$ cat src/rtl/rtc_pkg.sv
package rtc_pkg;

    localparam int DATA_W = 8;
    typedef logic [DATA_W-1:0] bcd2_t;

    localparam int REG_HUND  = 0;
    localparam int REG_SEC   = 1;
    localparam int REG_MIN   = 2;
    localparam int REG_HOUR  = 3;
    localparam int REG_DOM   = 4;
    localparam int REG_MON   = 5;
    localparam int REG_YEAR  = 6;
    localparam int REG_DOW   = 7;
    localparam int REG_DOYL  = 8;
    localparam int REG_DOYH  = 9;
    localparam int REG_CTRL  = 10;
    localparam int NUM_TIME_REGS = 10;

    // Add one to a two-digit packed BCD value (no wrap handling).
    function automatic bcd2_t bcd_inc(input bcd2_t v);
        if (v[3:0] >= 4'd9) return {v[7:4] + 4'd1, 4'd0};
        return {v[7:4], v[3:0] + 4'd1};
    endfunction

    // Two-digit BCD year divisible by four.
    function automatic logic year_is_leap(input bcd2_t y);
        logic [3:0] ones;
        ones = y[3:0];
        if (y[4]) return (ones == 4'd2) || (ones == 4'd6);
        return (ones == 4'd0) || (ones == 4'd4) || (ones == 4'd8);
    endfunction

    // Last day of a BCD month.
    function automatic bcd2_t month_last_day(input bcd2_t m, input logic leap);
        case (m)
            8'h02:                      return leap ? 8'h29 : 8'h28;
            8'h04, 8'h06, 8'h09, 8'h11: return 8'h30;
            default:                    return 8'h31;
        endcase
    endfunction

endpackage

$ cat src/rtl/rtc_time_chain.sv
module rtc_time_chain
    import rtc_pkg::*;
#(
    parameter int ADDR_W = 4
) (
    input  logic              clk,
    input  logic              rst_n,
    input  logic              tick,
    input  logic              mode12,
    input  logic              wr_en,
    input  logic [ADDR_W-1:0] wr_addr,
    input  bcd2_t             wr_data,
    output bcd2_t             hund_o,
    output bcd2_t             sec_o,
    output bcd2_t             min_o,
    output bcd2_t             hour_o,
    output logic              day_adv_o
);

    typedef struct packed {
        bcd2_t hund;
        bcd2_t sec;
        bcd2_t min;
        bcd2_t hour;
    } time_t;

    time_t time_d, time_q;
    logic  day_adv_d;
    logic  time_wr;
    logic  [5:0] hr6;
    logic  pm;
    bcd2_t hr_inc;

    assign time_wr = wr_en && (int'(wr_addr) < NUM_TIME_REGS);
    assign hr6     = time_q.hour[5:0];
    assign pm      = time_q.hour[7];
    assign hr_inc  = bcd_inc({2'b00, hr6});

    always_comb begin
        time_d    = time_q;
        day_adv_d = 1'b0;
        if (time_wr) begin
            time_d.hund = '0;
            case (int'(wr_addr))
                REG_SEC:  time_d.sec  = wr_data;
                REG_MIN:  time_d.min  = wr_data;
                REG_HOUR: time_d.hour = wr_data;
                default:  ;
            endcase
        end else if (tick) begin
            if (time_q.hund != 8'h99) begin
                time_d.hund = bcd_inc(time_q.hund);
            end else begin
                time_d.hund = 8'h00;
                if (time_q.sec != 8'h59) begin
                    time_d.sec = bcd_inc(time_q.sec);
                end else begin
                    time_d.sec = 8'h00;
                    if (time_q.min != 8'h59) begin
                        time_d.min = bcd_inc(time_q.min);
                    end else begin
                        time_d.min = 8'h00;
                        if (mode12) begin
                            if (hr6 == 6'h11) begin
                                time_d.hour = {~pm, 1'b0, 6'h12};
                                day_adv_d   = pm;
                            end else if (hr6 == 6'h12) begin
                                time_d.hour = {pm, 1'b0, 6'h01};
                            end else begin
                                time_d.hour = {pm, 1'b0, hr_inc[5:0]};
                            end
                        end else if (time_q.hour == 8'h23) begin
                            time_d.hour = 8'h00;
                            day_adv_d   = 1'b1;
                        end else begin
                            time_d.hour = bcd_inc(time_q.hour);
                        end
                    end
                end
            end
        end
    end

    always_ff @(posedge clk or negedge rst_n) begin
        if (!rst_n) time_q <= '0;
        else        time_q <= time_d;
    end

    assign hund_o    = time_q.hund;
    assign sec_o     = time_q.sec;
    assign min_o     = time_q.min;
    assign hour_o    = time_q.hour;
    assign day_adv_o = day_adv_d;

    // hundredths always hold two valid BCD digits
    a_r3_hund_is_bcd: assert property (@(posedge clk) disable iff (!rst_n)
        (time_q.hund[3:0] <= 4'd9) && (time_q.hund[7:4] <= 4'd9));

    // hundredths wrap moves seconds on the same edge
    a_r3_hund_carry: assert property (@(posedge clk) disable iff (!rst_n)
        (tick && !time_wr && time_q.hund == 8'h99) |=>
        (time_q.hund == 8'h00) && (time_q.sec != $past(time_q.sec)));

    // a time write clears hundredths even with a tick present
    a_r12_write_clears: assert property (@(posedge clk) disable iff (!rst_n)
        time_wr |=> (time_q.hund == 8'h00));

    // nothing moves without a tick or a write
    a_r13_idle_hold: assert property (@(posedge clk) disable iff (!rst_n)
        (!tick && !time_wr) |=> $stable(time_q));

endmodule

$ cat src/rtl/rtc_date_chain.sv
module rtc_date_chain
    import rtc_pkg::*;
#(
    parameter int ADDR_W = 4
) (
    input  logic              clk,
    input  logic              rst_n,
    input  logic              day_adv,
    input  logic              wr_en,
    input  logic [ADDR_W-1:0] wr_addr,
    input  bcd2_t             wr_data,
    output bcd2_t             dom_o,
    output bcd2_t             mon_o,
    output bcd2_t             year_o,
    output bcd2_t             dow_o,
    output bcd2_t             doy_lo_o,
    output logic [1:0]        doy_hi_o
);

    typedef struct packed {
        bcd2_t      dom;
        bcd2_t      mon;
        bcd2_t      year;
        bcd2_t      dow;
        bcd2_t      doy_lo;
        logic [1:0] doy_hi;
    } date_t;

    localparam date_t DATE_RST = '{dom: 8'h01, mon: 8'h01, year: 8'h00,
                                   dow: 8'h01, doy_lo: 8'h01, doy_hi: 2'd0};

    date_t date_d, date_q;
    logic  date_wr;
    logic  leap;
    logic  month_end;
    logic  year_roll;
    logic  doy_end;

    assign date_wr   = wr_en && (int'(wr_addr) < NUM_TIME_REGS);
    assign leap      = year_is_leap(date_q.year);
    assign month_end = (date_q.dom == month_last_day(date_q.mon, leap));
    assign year_roll = month_end && (date_q.mon == 8'h12);
    assign doy_end   = (date_q.doy_hi == 2'd3) &&
                       (date_q.doy_lo == (leap ? 8'h66 : 8'h65));

    always_comb begin
        date_d = date_q;
        if (date_wr) begin
            case (int'(wr_addr))
                REG_DOM:  date_d.dom    = wr_data;
                REG_MON:  date_d.mon    = wr_data;
                REG_YEAR: date_d.year   = wr_data;
                REG_DOW:  date_d.dow    = wr_data;
                REG_DOYL: date_d.doy_lo = wr_data;
                REG_DOYH: date_d.doy_hi = wr_data[1:0];
                default:  ;
            endcase
        end else if (day_adv) begin
            if (month_end) begin
                date_d.dom = 8'h01;
                if (year_roll) begin
                    date_d.mon  = 8'h01;
                    date_d.year = (date_q.year == 8'h99) ? 8'h00 : bcd_inc(date_q.year);
                end else begin
                    date_d.mon = bcd_inc(date_q.mon);
                end
            end else begin
                date_d.dom = bcd_inc(date_q.dom);
            end
            date_d.dow = (date_q.dow == 8'h07) ? 8'h01 : bcd_inc(date_q.dow);
            if (year_roll || doy_end) begin
                date_d.doy_hi = 2'd0;
                date_d.doy_lo = 8'h01;
            end else if (date_q.doy_lo == 8'h99) begin
                date_d.doy_hi = date_q.doy_hi + 2'd1;
                date_d.doy_lo = 8'h00;
            end else begin
                date_d.doy_lo = bcd_inc(date_q.doy_lo);
            end
        end
    end

    always_ff @(posedge clk or negedge rst_n) begin
        if (!rst_n) date_q <= DATE_RST;
        else        date_q <= date_d;
    end

    assign dom_o    = date_q.dom;
    assign mon_o    = date_q.mon;
    assign year_o   = date_q.year;
    assign dow_o    = date_q.dow;
    assign doy_lo_o = date_q.doy_lo;
    assign doy_hi_o = date_q.doy_hi;

    // weekday only moves on a day advance or a write
    a_r9_dow_hold: assert property (@(posedge clk) disable iff (!rst_n)
        (!day_adv && !date_wr) |=> $stable(date_q.dow));

    // a day advance always changes the day of month on the same edge
    a_r11_dom_moves: assert property (@(posedge clk) disable iff (!rst_n)
        (day_adv && !date_wr) |=> (date_q.dom != $past(date_q.dom)));

    // a new year restarts day-of-year at 001
    a_r10_doy_restart: assert property (@(posedge clk) disable iff (!rst_n)
        (day_adv && !date_wr && date_q.mon == 8'h12 && date_q.dom == 8'h31) |=>
        (date_q.doy_hi == 2'd0) && (date_q.doy_lo == 8'h01));

endmodule

$ cat src/rtl/rtc_bcd_core.sv
module rtc_bcd_core
    import rtc_pkg::*;
#(
    parameter int ADDR_W = 4
) (
    input  logic              clk,
    input  logic              rst_n,
    input  logic              tick_100hz,
    input  logic              wr_en,
    input  logic [ADDR_W-1:0] wr_addr,
    input  logic [7:0]        wr_data,
    input  logic [ADDR_W-1:0] rd_addr,
    output logic [7:0]        rd_data
);

    bcd2_t      hund, sec, min, hour;
    bcd2_t      dom, mon, year, dow, doy_lo;
    logic [1:0] doy_hi;
    logic       day_adv;
    logic       mode12_d, mode12_q;
    logic       ctrl_wr;

    assign ctrl_wr = wr_en && (int'(wr_addr) == REG_CTRL);

    always_comb begin
        mode12_d = mode12_q;
        if (ctrl_wr) mode12_d = wr_data[0];
    end

    always_ff @(posedge clk or negedge rst_n) begin
        if (!rst_n) mode12_q <= 1'b0;
        else        mode12_q <= mode12_d;
    end

    rtc_time_chain #(.ADDR_W(ADDR_W)) u_time (
        .clk       (clk),
        .rst_n     (rst_n),
        .tick      (tick_100hz),
        .mode12    (mode12_q),
        .wr_en     (wr_en),
        .wr_addr   (wr_addr),
        .wr_data   (wr_data),
        .hund_o    (hund),
        .sec_o     (sec),
        .min_o     (min),
        .hour_o    (hour),
        .day_adv_o (day_adv)
    );

    rtc_date_chain #(.ADDR_W(ADDR_W)) u_date (
        .clk      (clk),
        .rst_n    (rst_n),
        .day_adv  (day_adv),
        .wr_en    (wr_en),
        .wr_addr  (wr_addr),
        .wr_data  (wr_data),
        .dom_o    (dom),
        .mon_o    (mon),
        .year_o   (year),
        .dow_o    (dow),
        .doy_lo_o (doy_lo),
        .doy_hi_o (doy_hi)
    );

    always_comb begin
        case (int'(rd_addr))
            REG_HUND: rd_data = hund;
            REG_SEC:  rd_data = sec;
            REG_MIN:  rd_data = min;
            REG_HOUR: rd_data = hour;
            REG_DOM:  rd_data = dom;
            REG_MON:  rd_data = mon;
            REG_YEAR: rd_data = year;
            REG_DOW:  rd_data = dow;
            REG_DOYL: rd_data = doy_lo;
            REG_DOYH: rd_data = {6'd0, doy_hi};
            REG_CTRL: rd_data = {7'd0, mode12_q};
            default:  rd_data = 8'h00;
        endcase
    end

    // control write takes effect on the next edge
    a_r2_ctrl_load: assert property (@(posedge clk) disable iff (!rst_n)
        ctrl_wr |=> (mode12_q == $past(wr_data[0])));

    // the format bit holds unless the control register is written
    a_r5_mode_hold: assert property (@(posedge clk) disable iff (!rst_n)
        !ctrl_wr |=> $stable(mode12_q));

    // control write leaves hundredths as they were
    a_r12_ctrl_keeps_hund: assert property (@(posedge clk) disable iff (!rst_n)
        (ctrl_wr && !tick_100hz) |=> $stable(hund));

endmodule

$ cat config.mk
export PLATFORM = sky130hd
export DESIGN_NAME = rtc_bcd_core
export DESIGN_NICKNAME = d
export VERILOG_FILES = /design/src/rtl/rtc_pkg.sv /design/src/rtl/rtc_time_chain.sv /design/src/rtl/rtc_date_chain.sv /design/src/rtl/rtc_bcd_core.sv
export SDC_FILE = /design/constraint.sdc
export NUM_CORES = 1
export LEC_CHECK = 0
export ABC_AREA = 1
export BUFFER_PORTS_ARGS = -buffer_cell sky130_fd_sc_hd__buf_2
export CORE_MARGIN = 4
export CORE_UTILIZATION = 45
export CTS_CLUSTER_DIAMETER = 200
export DETAILED_ROUTE_END_ITERATION = 16
export PLACE_DENSITY = 0.69
export SLEW_MARGIN = 5
export SYNTH_ARGS = -nofsm -noshare
export SYNTH_HDL_FRONTEND = slang
export SYNTH_SLANG_ARGS = --single-unit
$ cat constraint.sdc
create_clock -name clk -period 2.3 [get_ports clk]
set_input_delay 0.575 -clock clk [delete_from_list [all_inputs] [get_ports clk]]
set_output_delay 0.575 -clock clk [all_outputs]
set_load 0.01 [all_outputs]
# Word-level counts from Yosys, hierarchy flattened
# Index checks and enable logic that the tools add are counted.
[totals] input_bits=20 output_inout_bits=8 register_bits=75
[op_classes] reduce_logical=42 eq_ne=59 order_cmp=10 n_mux=112 bitwise=1 n_addsub=20
[ops] operator="two-way mux 8 bit" n=39
[ops] operator="one-hot mux 8 bit (11 select lines)" n=1
[ops] operator="two-way mux 42 bit" n=2
[ops] operator="adder 4 x 1 -> 4 bit, second input constant" n=18
[ops] operator="two-way mux 32 bit" n=2
[ops] operator="two-way mux 1 bit" n=57
[ops] operator="== test 4 x 3 -> 1 bit, second input constant" n=10
[ops] operator=">= comparator 4 bit, second input constant" n=9
[ops] operator="two-way mux 16 bit" n=2
[ops] operator="== test 4 bit, second input constant" n=7
[ops] operator="== test 8 x 3 -> 1 bit, second input constant" n=3
[ops] operator="two-way mux 24 bit" n=1
[ops] operator="== test 4 x 2 -> 1 bit, second input constant" n=5
[ops] operator="two-way mux 6 bit" n=3
[ops] operator="inequality test 2 bit, second input constant" n=9
[ops] operator="AND reduction 3 bit" n=6
[ops] operator="== test 8 x 5 -> 1 bit, second input constant" n=2
[ops] operator="== test 8 bit" n=2
[ops] operator="== test 8 bit, second input constant" n=2
[ops] operator="inequality test 8 x 7 -> 1 bit, second input constant" n=2
[ops] operator="one-hot mux 8 bit (2 select lines)" n=1
[ops] operator="AND reduction 4 bit" n=4
[ops] operator="AND reduction 5 bit" n=3
[ops] operator="nonzero test 3 bit" n=5
[ops] operator="other kinds (25)" n=49

# Longest topological paths before layout
# Gate-level depths: netlist of the first run.
[depth] ltp_word=18 ltp_mapped=19 mapped_depth_nobuf=18

# Hierarchy
# Synthesis of the first run repeated with hierarchy kept, for this count alone.
[hier_totals] cells_unflattened=971 area_unflattened_um2=6587.6
[by_module_without_submodules] module="rtc_date_chain" area_each_um2=3230.6 cells_per_inst=444 n_inst=1
[by_module_without_submodules] module="rtc_time_chain" area_each_um2=2451.1 cells_per_inst=341 n_inst=1
[by_module_without_submodules] module="rtc_bcd_core" area_each_um2=905.9 cells_per_inst=186 n_inst=1

# Worst setup path after synthesis of the first run
# Ideal clock, no wire load.
[synth_path] kind="input -> output" from="input rd_addr[2]" to="output rd_data[7]" path_buffers=0 setup_slack_ps=170 arrival_ps=1555 cell_stages=5 t_required_ps=1725 cell_sequence="nor2_1 nand3_1 o22ai_1 a31oi_1 nand3_1"
[synth_via] elab_chain_len=2 elab_cells_between_ends=12 cone_classes="10 x eq/ne; 1 x mux; 1 x reduce/logical"
[synth_rtl] item="from (decl)" line_no="rtc_bcd_core.sv:12" text="input logic [ADDR_W-1:0] rd_addr,"
[synth_rtl] item="== test 4 bit (tied with other cells)" line_no="rtc_bcd_core.sv:66" text="case (int'(rd_addr))"
[synth_rtl] item="one-hot mux 8 bit (11 select lines) *" line_no="rtc_bcd_core.sv:66"
[synth_rtl] item="to (decl)" line_no="rtc_bcd_core.sv:13" text="output logic [7:0] rd_data"
# Mark *: on every way between the ends. The rest lies on a longest branch, timed or not.

# Worst setup path in the final report of the first run
[layout_path] from="input rd_addr[0]" to="output rd_data[0]"
# The elaborated chain is that of the path after synthesis.

==> results of run 1 <==
==> worst max-delay path, cell delays in order <==
cell	delay, ns
buf_8	0.11
buf_6	0.12
inv_6	0.06
nor2_4	0.05
nand2_2	0.08
o22ai_2	0.09
nor4_2	0.33
o2111ai_2	0.18
buf_2	0.18
==> placed cells by master (no fill, tap or decap), types with 3 or more instances in the layout <==
cell type  count
nand4_1       16
xnor2_1       10
inv_4          3
nor3_1        19
nor2_4         4
nand3_2        3
nor4_1         4
nand3_1       60
clkbuf_16      9
o22ai_1       19
nand2_2       21
a211oi_1       4
nor2_1        66
a31oi_1       19
nand2_1      149
xor2_1        15
o21ai_1        7
dfrtp_1       70
ha_1          50
o31ai_1        6
buf_6          9
o22ai_2       13
dfstp_2        4
nand2_4        5
nor2_2         8
inv_2         12
buf_2         21
o21ai_0       66
buf_4         57
a21oi_1       38
inv_1        112
==> repair_timing <==
| action | 4_1_cts | 5_1_grt |
|---|---|---|
| gates resized for setup | 37 | 55 |
| pin swaps | 7 | 25 |
| gates cloned | 0 | 1 |
| endpoints found under the setup margin | 8 | 42 |
| setup buffers | 0 | 2 |
==> cells in the mapped netlist (all sizes together) <==
master and instances:
inv 128, ha 52, dfstp 4, a31oi 19, xor2 15, a21oi 38, nand2 176, a211oi 4
nor4 5, clkinv 1, o21a 1, o32ai 2, o2111ai 3, nor2 78, nor3 21, xnor2 10
nand3 65, o31ai 6, o21ai 75, or2 3, nand4 18, a311oi 2, a22oi 2, dfrtp 71
o22ai 33, buf 6, nand3b 1, clkbuf 2, nor3b 2, o211ai 1
==> layer usage <==
layer / share of wire / track usage
met5: 0 / 0
met4: 0.030 / 0.0983
met3: 0.072 / 0.0372
met2: 0.44 / 0.395
met1: 0.46 / 0.384
==> flip-flops by register name, indices dropped and copies added, names as in the netlist <==
name             count
u_date.dom_o         8
mode12_q             1
u_date.mon_o         8
u_date.doy_lo_o      8
u_date.doy_hi_o      2
u_date.year_o        8
u_date.dow_o         8
u_time.min_o         8
u_time.sec_o         8
u_time.hund_o        8
u_time.hour_o        8
==> layout make-up <==
class / instances / area share
multi-input combinational: 632 / 0.518
clock buffer: 12 / 0.0341
tap: 176 / 0.0293
clock inverter: 4 / 0.00966
timing repair buffer: 90 / 0.0918
inverter: 129 / 0.0661
sequential: 75 / 0.251
==> cells by family after synthesis <==
logic type / count (synthesis)
flip-flops: 75
adder cells (fa/ha/maj): 52
buffers and inverters: 137
AO/OA/AOI/OAI: 186
XOR/XNOR: 25
AND/OR/NAND/NOR: 369
==> how the worst min path moves through the flow <==
stage                                   startpoint                              to  slack, ns  cells past startpoint
global route                                 rst_n     u_date.mon_o[6]$_DFFE_PN0P_       0.22                      1
detailed placement     u_date.dom_o[4]$_DFFE_PN0P_     u_date.dom_o[4]$_DFFE_PN0P_       0.50                      2
finish                                       rst_n     u_date.dom_o[6]$_DFFE_PN0P_       0.18                      1
floorplan                                    rst_n            mode12_q$_DFFE_PN0P_       0.28                      0
CTS                                          rst_n     u_date.dom_o[6]$_DFFE_PN0P_       0.19                      1
global placement    u_date.doy_lo_o[0]$_DFFE_PN1P_  u_date.doy_lo_o[0]$_DFFE_PN1P_       0.50                      2
==> stage by stage <==
stage	std cells	worst slack [ns]	cell area, um2	total power [uW]
detailed placement	1100	-0.175	6830	4990
finish	1118	-0.0457	7510	6790
global placement	1100	-0.157	6830	4950
CTS	1115	-0.0178	7280	6660
global route	1118	-0.0914	7510	7300
floorplan	844	0.170	6040	4020
==> where the power goes <==
part	internal, uW	switching, uW
sequential	1750	510
combinational	1140	1810
clock	1010	582
total	3890	2900
==> qor.csv, run 1 <==
metric,value,unit
outcome,"finished, violations left",
violations,setup timing,
insertion_delay,0.36,ns
synthSimpleGateAreaFrac,0.277,
synth_top_family_by_area,simple AND/OR/NAND/NOR gates,
cts-root-buf,clkbuf_16,
timing.final.ws_setup,-0.0457,ns
reg2reg_depth,18,
rr_endpoint,u_date.doy_lo_o[7]$_DFFE_PN0P_,
min_path_type,input pin to async pin,
cts_buffers,9,
reg2reg_slack,0.11,ns
vias,6166,
drive_above_1_share,0.209,
wl,19400,um
synthMuxAreaShare,0,
crit_end,rd_data[0],
grt.overflow.total,0,
fmax,426,MHz
synthAdderAreaFrac,0.108,
htreeDepth,3,
setup_viol,3,
nets,1009,
whs,0.178,ns
finalMaxSlewViolations,0,
timing.rr.start,u_date.mon_o[0]$_DFFE_PN1P_,
worst-path-max-fanout,4,
syn2layout_area_growth,24.5,%
rsz0062_at_grt,yes,
wire_per_inst,17.3,um
yosys-top-cells-area,"dfrtp_1 (29%), ha_1 (11%), nand2_1 (10%), inv_1 (7.7%), o21ai_0 (5.5%)",
min_period,2.35,ns
cap_viol_max_count,0,
synthXorXnorAreaFrac,0.0363,
p_per_area,904,mW/mm2
dr.pass1.iters,5,
ys_ff_latch,75,
vias_per_cell,5.52,
clkTransAtPathRegs,0.06,ns
yosysSeqAreaShare,0.312,
ant_nets,0,
cts.sink_count,75,
die_h,124,um
startpoint,rd_addr[0],
cts_tree,done,
tns,-0.0599,ns
dieArea,0.0153,mm2
tightestPinTransition,0.596,ns
p_leak,0.00364,uW
syn_area_per_cell,7.15,um2
n_antenna_cell,0,
antenna_found_initial,0,
worst_ir_drop_vdd,549,uV
seq_area,0.00188,mm2
die_width,124,um
crit_required,1.73,ns
track_usage,0.263,
utilization,0.570,
synth_area,0.00604,mm2
critPathKind,input pin to primary output,
netlist_instances,844,
multi_input_comb_area,0.00389,mm2
start_kind,input pin,
syn-num-nets,916,
clockBufferDepth,2,
ys_types,42,
first_iter_violations,720,
worstPathArrival,1.77,ns
synth_compound_area_frac,0.179,
place_congestion,0.959,
grt_max_degree,35,
hold_violations,0,
clock_skew,0.0104,ns
synth_top_area_share,0.294,
start_util,0.458,
grt_pass1_vias,5495,
slew_headroom,0.600,
port_buffers,27,
fillers,1236,
rows,42,
hpwl,15200,um
ctsHoldBuffers,0,
drc_errors,0,
fin_crit_sh,1.02,
yosysWarnings,0,
synth_top_area_cell,dfrtp_1,
critPathCaptureType,primary output,
grt_pass1_wl,30500,um
core-area,0.0132,mm2
ios,28,
(Power assumes the default switching activity.)
==> run 2: changes to the inputs <==
--- a/constraint.sdc
+++ b/constraint.sdc
@@ -3,2 +3,2 @@
 set_output_delay 0.575 -clock clk [all_outputs]
-set_load 0.01 [all_outputs]
+set_load 0.05 [all_outputs]
==> qor.csv, run 2 (same netlist as run 1, synthesis figures left out) <==
metric,value,unit,change
critPathMaxStageDelay,0.20,ns,was 0.33 ns
tns,-0.0564,ns,was -0.0599 ns
critPathKind,input pin to primary output,,unchanged
grt_pass1_vias,5702,,"was 5,495"
grt_pass1_wl,30600,um,"was 30,500 um"
ios,28,,unchanged
layout_common_cells,"nand2_1 (149), inv_1 (110), dfrtp_1 (71)",,"was nand2_1 (149), inv_1 (112), dfrtp_1 (70)"
drive_above_1_share,0.226,,was 0.209
cp_cell_sequence,"buf_4, nor2_4, nand2_1, buf_4, o22ai_1, a21oi_1, nand3_2, buf_6",,"was buf_8, buf_6, inv_6, nor2_4, nand2_2, o22ai_2, nor4_2, o2111ai_2, buf_2"
critPathCaptureType,primary output,,unchanged
wl,19900,um,"was 19,400 um"
worst_ir_drop_vdd,420,uV,was 549 uV
crit_required,1.73,ns,about the same
grt.overflow.total,0,,unchanged
tightestPinTransition,0.551,ns,was 0.596 ns
cts_tree,done,,unchanged
n_antenna_cell,0,,unchanged
ctsHoldBuffers,0,,unchanged
final_area,0.00773,mm2,was 0.00751 mm2
fin_crit_sh,1.01,,was 1.02
cts.sink_count,75,,unchanged
vias,6231,,"was 6,166"
placed_cell_area,0.00694,mm2,was 0.00683 mm2
clockBufferDepth,2,,unchanged
fillers,1225,,"was 1,236"
hold_violations,0,,unchanged
critPathSlowestCell,o22ai_1,,was nor4_2
port_buffers,27,,unchanged
dieArea,0.0153,mm2,unchanged
setup_viol,5,,was 3
syn2layout_area_growth,28.2,%,was 24.5%
p_per_area,914,mW/mm2,was 904 mW/mm2
slew_headroom,0.630,,was 0.600
place_congestion,1.01,,was 0.959
htreeDepth,3,,unchanged
reg2reg_depth,16,,was 18
antenna_found_initial,0,,unchanged
cap_viol_max_count,0,,unchanged
insertion_delay,0.35,ns,was 0.36 ns
final_common_cell,nand2_1,,unchanged
p_leak,0.00376,uW,was 0.00364 uW
rows,42,,unchanged
finalMaxSlewViolations,0,,unchanged
crit_family,buffers and inverters,,unchanged
dp_cells,1109,,"was 1,100"
cts_buffers,9,,unchanged
start_kind,input pin,,unchanged
dr.pass1.iters,5,,unchanged
cp.depth,8,,was 9
seq_area,0.00188,mm2,about the same
drc_errors,0,,unchanged
instances_no_fill,1128,,"was 1,118"
core-area,0.0132,mm2,unchanged
multi_input_comb_area,0.00394,mm2,was 0.00389 mm2
grt_max_degree,76,,was 35
clock_skew,0.0103,ns,was 0.0104 ns
rsz0062_at_grt,yes,,unchanged
min_path_type,input pin to async pin,,unchanged
clkTransAtPathRegs,0.06,ns,about the same
wire_per_inst,17.7,um,was 17.3 um
worst-path-max-fanout,7,,was 4
start_util,0.458,,unchanged
outcome,"finished, violations left",,unchanged
ant_nets,0,,unchanged
die_width,124,um,unchanged
first_iter_violations,606,,was 720
vias_per_cell,5.52,,about the same
worstPathArrival,1.74,ns,was 1.77 ns
min_period,2.32,ns,was 2.35 ns
critPathMostFrequentCell,buf_4,,
timing.final.ws_setup,-0.0191,ns,was -0.0457 ns
cp_num_buf_inv,3,,was 4
fmax,431,MHz,was 426 MHz
violations,setup timing,,unchanged
track_usage,0.265,,was 0.263
cts-root-buf,clkbuf_16,,unchanged
nets,1019,,"was 1,009"
die_h,124,um,unchanged
hpwl,15100,um,"was 15,200 um"
## run 2: cell type report
class / count / share of cell area
Clock buffer: 12 / 0.0345
Tap cell: 176 / 0.0285
Timing Repair Buffer: 100 / 0.109
Sequential cell: 75 / 0.243
Inverter: 129 / 0.0637
Clock inverter: 4 / 0.0123
Multi-Input combinational cell: 632 / 0.509
## run 2: final timing paths
path                                             start  slack (ns)                              to
setup / recovery                            rd_addr[1]       -0.02                      rd_data[6]
hold / removal                                   rst_n        0.24     u_date.dom_o[4]$_DFFE_PN0P_
setup reg to reg           u_date.mon_o[0]$_DFFE_PN1P_        0.13    u_date.year_o[7]$_DFFE_PN0P_
hold reg to reg            u_date.dom_o[4]$_DFFE_PN0P_        0.52     u_date.dom_o[4]$_DFFE_PN0P_
max in group asynchronous                        rst_n        1.70  u_date.doy_lo_o[0]$_DFFE_PN1P_
min in group clk           u_date.dom_o[4]$_DFFE_PN0P_        0.52     u_date.dom_o[4]$_DFFE_PN0P_
## run 2: per-layer routing
metal,up-vias,global-route usage,wire length (um)
li1,3048,-,-
met1,2876,0.369,8820
met2,245,0.393,8710
met3,62,0.0413,1410
met4,0,0.145,976
met5,-,0,0
## run 2: worst register-to-register path: stages (launching register included)
cell and delay (ns):
dfstp_2 0.53, inv_2 0.05, ha_1 0.20, inv_2 0.06, nand2_1 0.05, nand2_1 0.06
nand2_1 0.05, nand2_2 0.07, nand3_2 0.08, nand2_2 0.07, nand2_2 0.06, nor2_4 0.16
nand3_4 0.13, nand2_4 0.15, nand4_4 0.14, nand2_1 0.10, o21ai_1 0.08
## run 2: where the power goes
group	leakage, uW	switching [uW]	internal, uW
registers	0.000921	513	1740
logic	0.00266	1910	1180
clock network	0.000179	582	1150
total	0.00376	3000	4070
## run 2: repair_timing
action	CTS	global route
endpoints found under the setup margin	8	44
resized for setup	73	39
pin swaps	7	18
setup buffers	1	4
gates cloned	0	1
## run 2: per-stage QoR
| stage | utilization | worst slack (ns) | power (uW) | hold WS, ns |
|---|---|---|---|---|
| finish | 0.586 | -0.0191 | 7070 | 0.241 |
| CTS | 0.574 | -0.0248 | 6970 | 0.255 |
| detailed placement | 0.526 | -0.334 | 5100 | 0.501 |
| floorplan | - | -0.0496 | 4120 | 0.279 |
| global placement | 0.526 | -0.282 | 5060 | 0.495 |
| global route | 0.586 | -0.109 | 7570 | 0.275 |
==> run 3: changes to the inputs <==
Settings changed: REMOVE_ABC_BUFFERS set to 1.
==> qor.csv, run 3 (same netlist as run 1, synthesis figures left out) <==
metric,value,unit,change
rr_endpoint,u_date.year_o[4]$_DFFE_PN0P_,,was u_date.year_o[7]$_DFFE_PN0P_
cap_viol_max_count,0,,unchanged
timing.rr.start,u_date.mon_o[0]$_DFFE_PN1P_,,unchanged
p_leak,0.00378,uW,was 0.00376 uW
layout_common_cells,"nand2_1 (146), inv_1 (109), dfrtp_1 (69)",,"was nand2_1 (149), inv_1 (110), dfrtp_1 (71)"
crit_required,1.73,ns,about the same
die_h,124,um,unchanged
antenna_found_initial,0,,unchanged
grt_max_degree,36,,was 76
syn2layout_area_growth,29.1,%,was 28.2%
vias_per_cell,5.60,,was 5.52
wl,20200,um,"was 19,900 um"
grt_pass1_vias,5576,,"was 5,702"
insertion_delay,0.35,ns,about the same
reg2reg_slack,0.10,ns,was 0.13 ns
fillers,1185,,"was 1,225"
ant_nets,0,,unchanged
tightestPinTransition,0.533,ns,was 0.551 ns
worst_ir_drop_vdd,434,uV,was 420 uV
cp_num_buf_inv,4,,was 3
track_usage,0.261,,was 0.265
critPathMaxStageDelay,0.32,ns,was 0.20 ns
nets,1022,,"was 1,019"
critPathCaptureType,primary output,,unchanged
n_antenna_cell,0,,unchanged
place_ws,-0.232,ns,was -0.334 ns
critPathMostFrequentCell,buf_6,,was buf_4
worst-path-max-fanout,4,,was 7
clock_skew,0.00703,ns,was 0.0103 ns
utilization,0.591,,was 0.586
rsz0062_at_grt,yes,,unchanged
grt_pass1_wl,30200,um,"was 30,600 um"
fmax,426,MHz,was 431 MHz
critPathKind,input pin to primary output,,unchanged
final_common_cell,nand2_1,,unchanged
crit_family,buffers and inverters,,unchanged
p_per_area,902,mW/mm2,was 914 mW/mm2
fin_crit_sh,1.02,,was 1.01
worstPathArrival,1.77,ns,was 1.74 ns
timing.final.ws_setup,-0.0483,ns,was -0.0191 ns
cts_buffers,9,,unchanged
violations,setup timing,,unchanged
cts_tree,done,,unchanged
reg2reg_depth,16,,unchanged
port_buffers,27,,unchanged
hpwl,15400,um,"was 15,100 um"
start_util,0.458,,unchanged
grt.overflow.total,0,,unchanged
rows,42,,unchanged
drive_above_1_share,0.237,,was 0.226
hold_violations,0,,unchanged
tns,-0.0520,ns,was -0.0564 ns
startpoint,rd_addr[1],,unchanged
first_iter_violations,770,,was 606
cts-root-buf,clkbuf_16,,unchanged
core-area,0.0132,mm2,unchanged
final_area,0.00779,mm2,was 0.00773 mm2
min_path_type,input pin to async pin,,unchanged
clkTransAtPathRegs,0.06,ns,about the same
slew_headroom,0.643,,was 0.630
finalMaxSlewViolations,0,,unchanged
place_congestion,1.03,,was 1.01
vias,6333,,"was 6,231"
dieArea,0.0153,mm2,unchanged
die_width,124,um,unchanged
placed_cell_area,0.00684,mm2,was 0.00694 mm2
clockBufferDepth,2,,unchanged
cts.sink_count,75,,unchanged
setup_viol,2,,was 5
dr.pass1.iters,5,,unchanged
min_period,2.35,ns,was 2.32 ns
ctsHoldBuffers,0,,unchanged
htreeDepth,3,,unchanged
drc_errors,0,,unchanged
ios,28,,unchanged
cp_cell_sequence,"buf_12, buf_6, nand2_4, nor2_4, inv_2, o22ai_2, nor4_4, o2111ai_2, buf_6",,"was buf_4, nor2_4, nand2_1, buf_4, o22ai_1, a21oi_1, nand3_2, buf_6"
critPathSlowestCell,nor4_4,,was o22ai_1
outcome,"finished, violations left",,unchanged
wire_per_inst,17.9,um,was 17.7 um
start_kind,input pin,,unchanged
run 3: cell count changes in the layout (fill, tap and decap cells not counted), moves of 3 or more:
cell     delta
nand2_1     -3
nand3_1     +3
o22ai_1     -6
o22ai_2     +5
run 3: metrics by stage:
| stage | hold slack, ns | std cells | power [uW] |
|---|---|---|---|
| after CTS | 0.208 | 1120 | 6770 |
| after global routing | 0.233 | 1131 | 7510 |
| after floorplan | 0.279 | 836 | 4100 |
| after detailed placement | 0.499 | 1102 | 5060 |
| final | 0.192 | 1131 | 7030 |
| after global placement | 0.495 | 1102 | 5040 |
run 3: layout make-up:
type | count | area, um2 | area share
well taps | 176 | 220 | 0.0283
multi-input cells | 632 | 4000 | 0.514
flip-flops and latches | 75 | 1880 | 0.242
repair buffers | 103 | 863 | 0.111
clock buffers | 12 | 256 | 0.0329
inverters | 129 | 494 | 0.0634
clock inverters | 4 | 72.6 | 0.00931
run 3: report_power, final:
group	switching, uW	internal, uW
combinational	1970	1200
clock	580	1010
sequential	527	1750
run 3: layer usage:
layer,GRT usage,share of wire,up-vias
met1,0.374,0.44,2946
met5,0,0,-
met3,0.0422,0.082,53
met4,0.107,0.037,0
li1,-,-,3056
met2,0.390,0.44,278
run 3: timing repair:
item	in CTS	in global routing
resized for setup	62	77
endpoints found under the setup margin	8	38
pin swaps	7	27
buffers inserted	3	10
gates cloned	0	1
run 3: how the worst max path moves through the flow:
stage,end,slack [ns],depth (start not counted)
global route,rd_data[0],-0.09,9
finish,rd_data[0],-0.05,9
CTS,rd_data[0],-0.03,9
floorplan,rd_data[0],-0.35,3
detailed placement,rd_data[4],-0.23,11
global placement,rd_data[3],-0.21,8
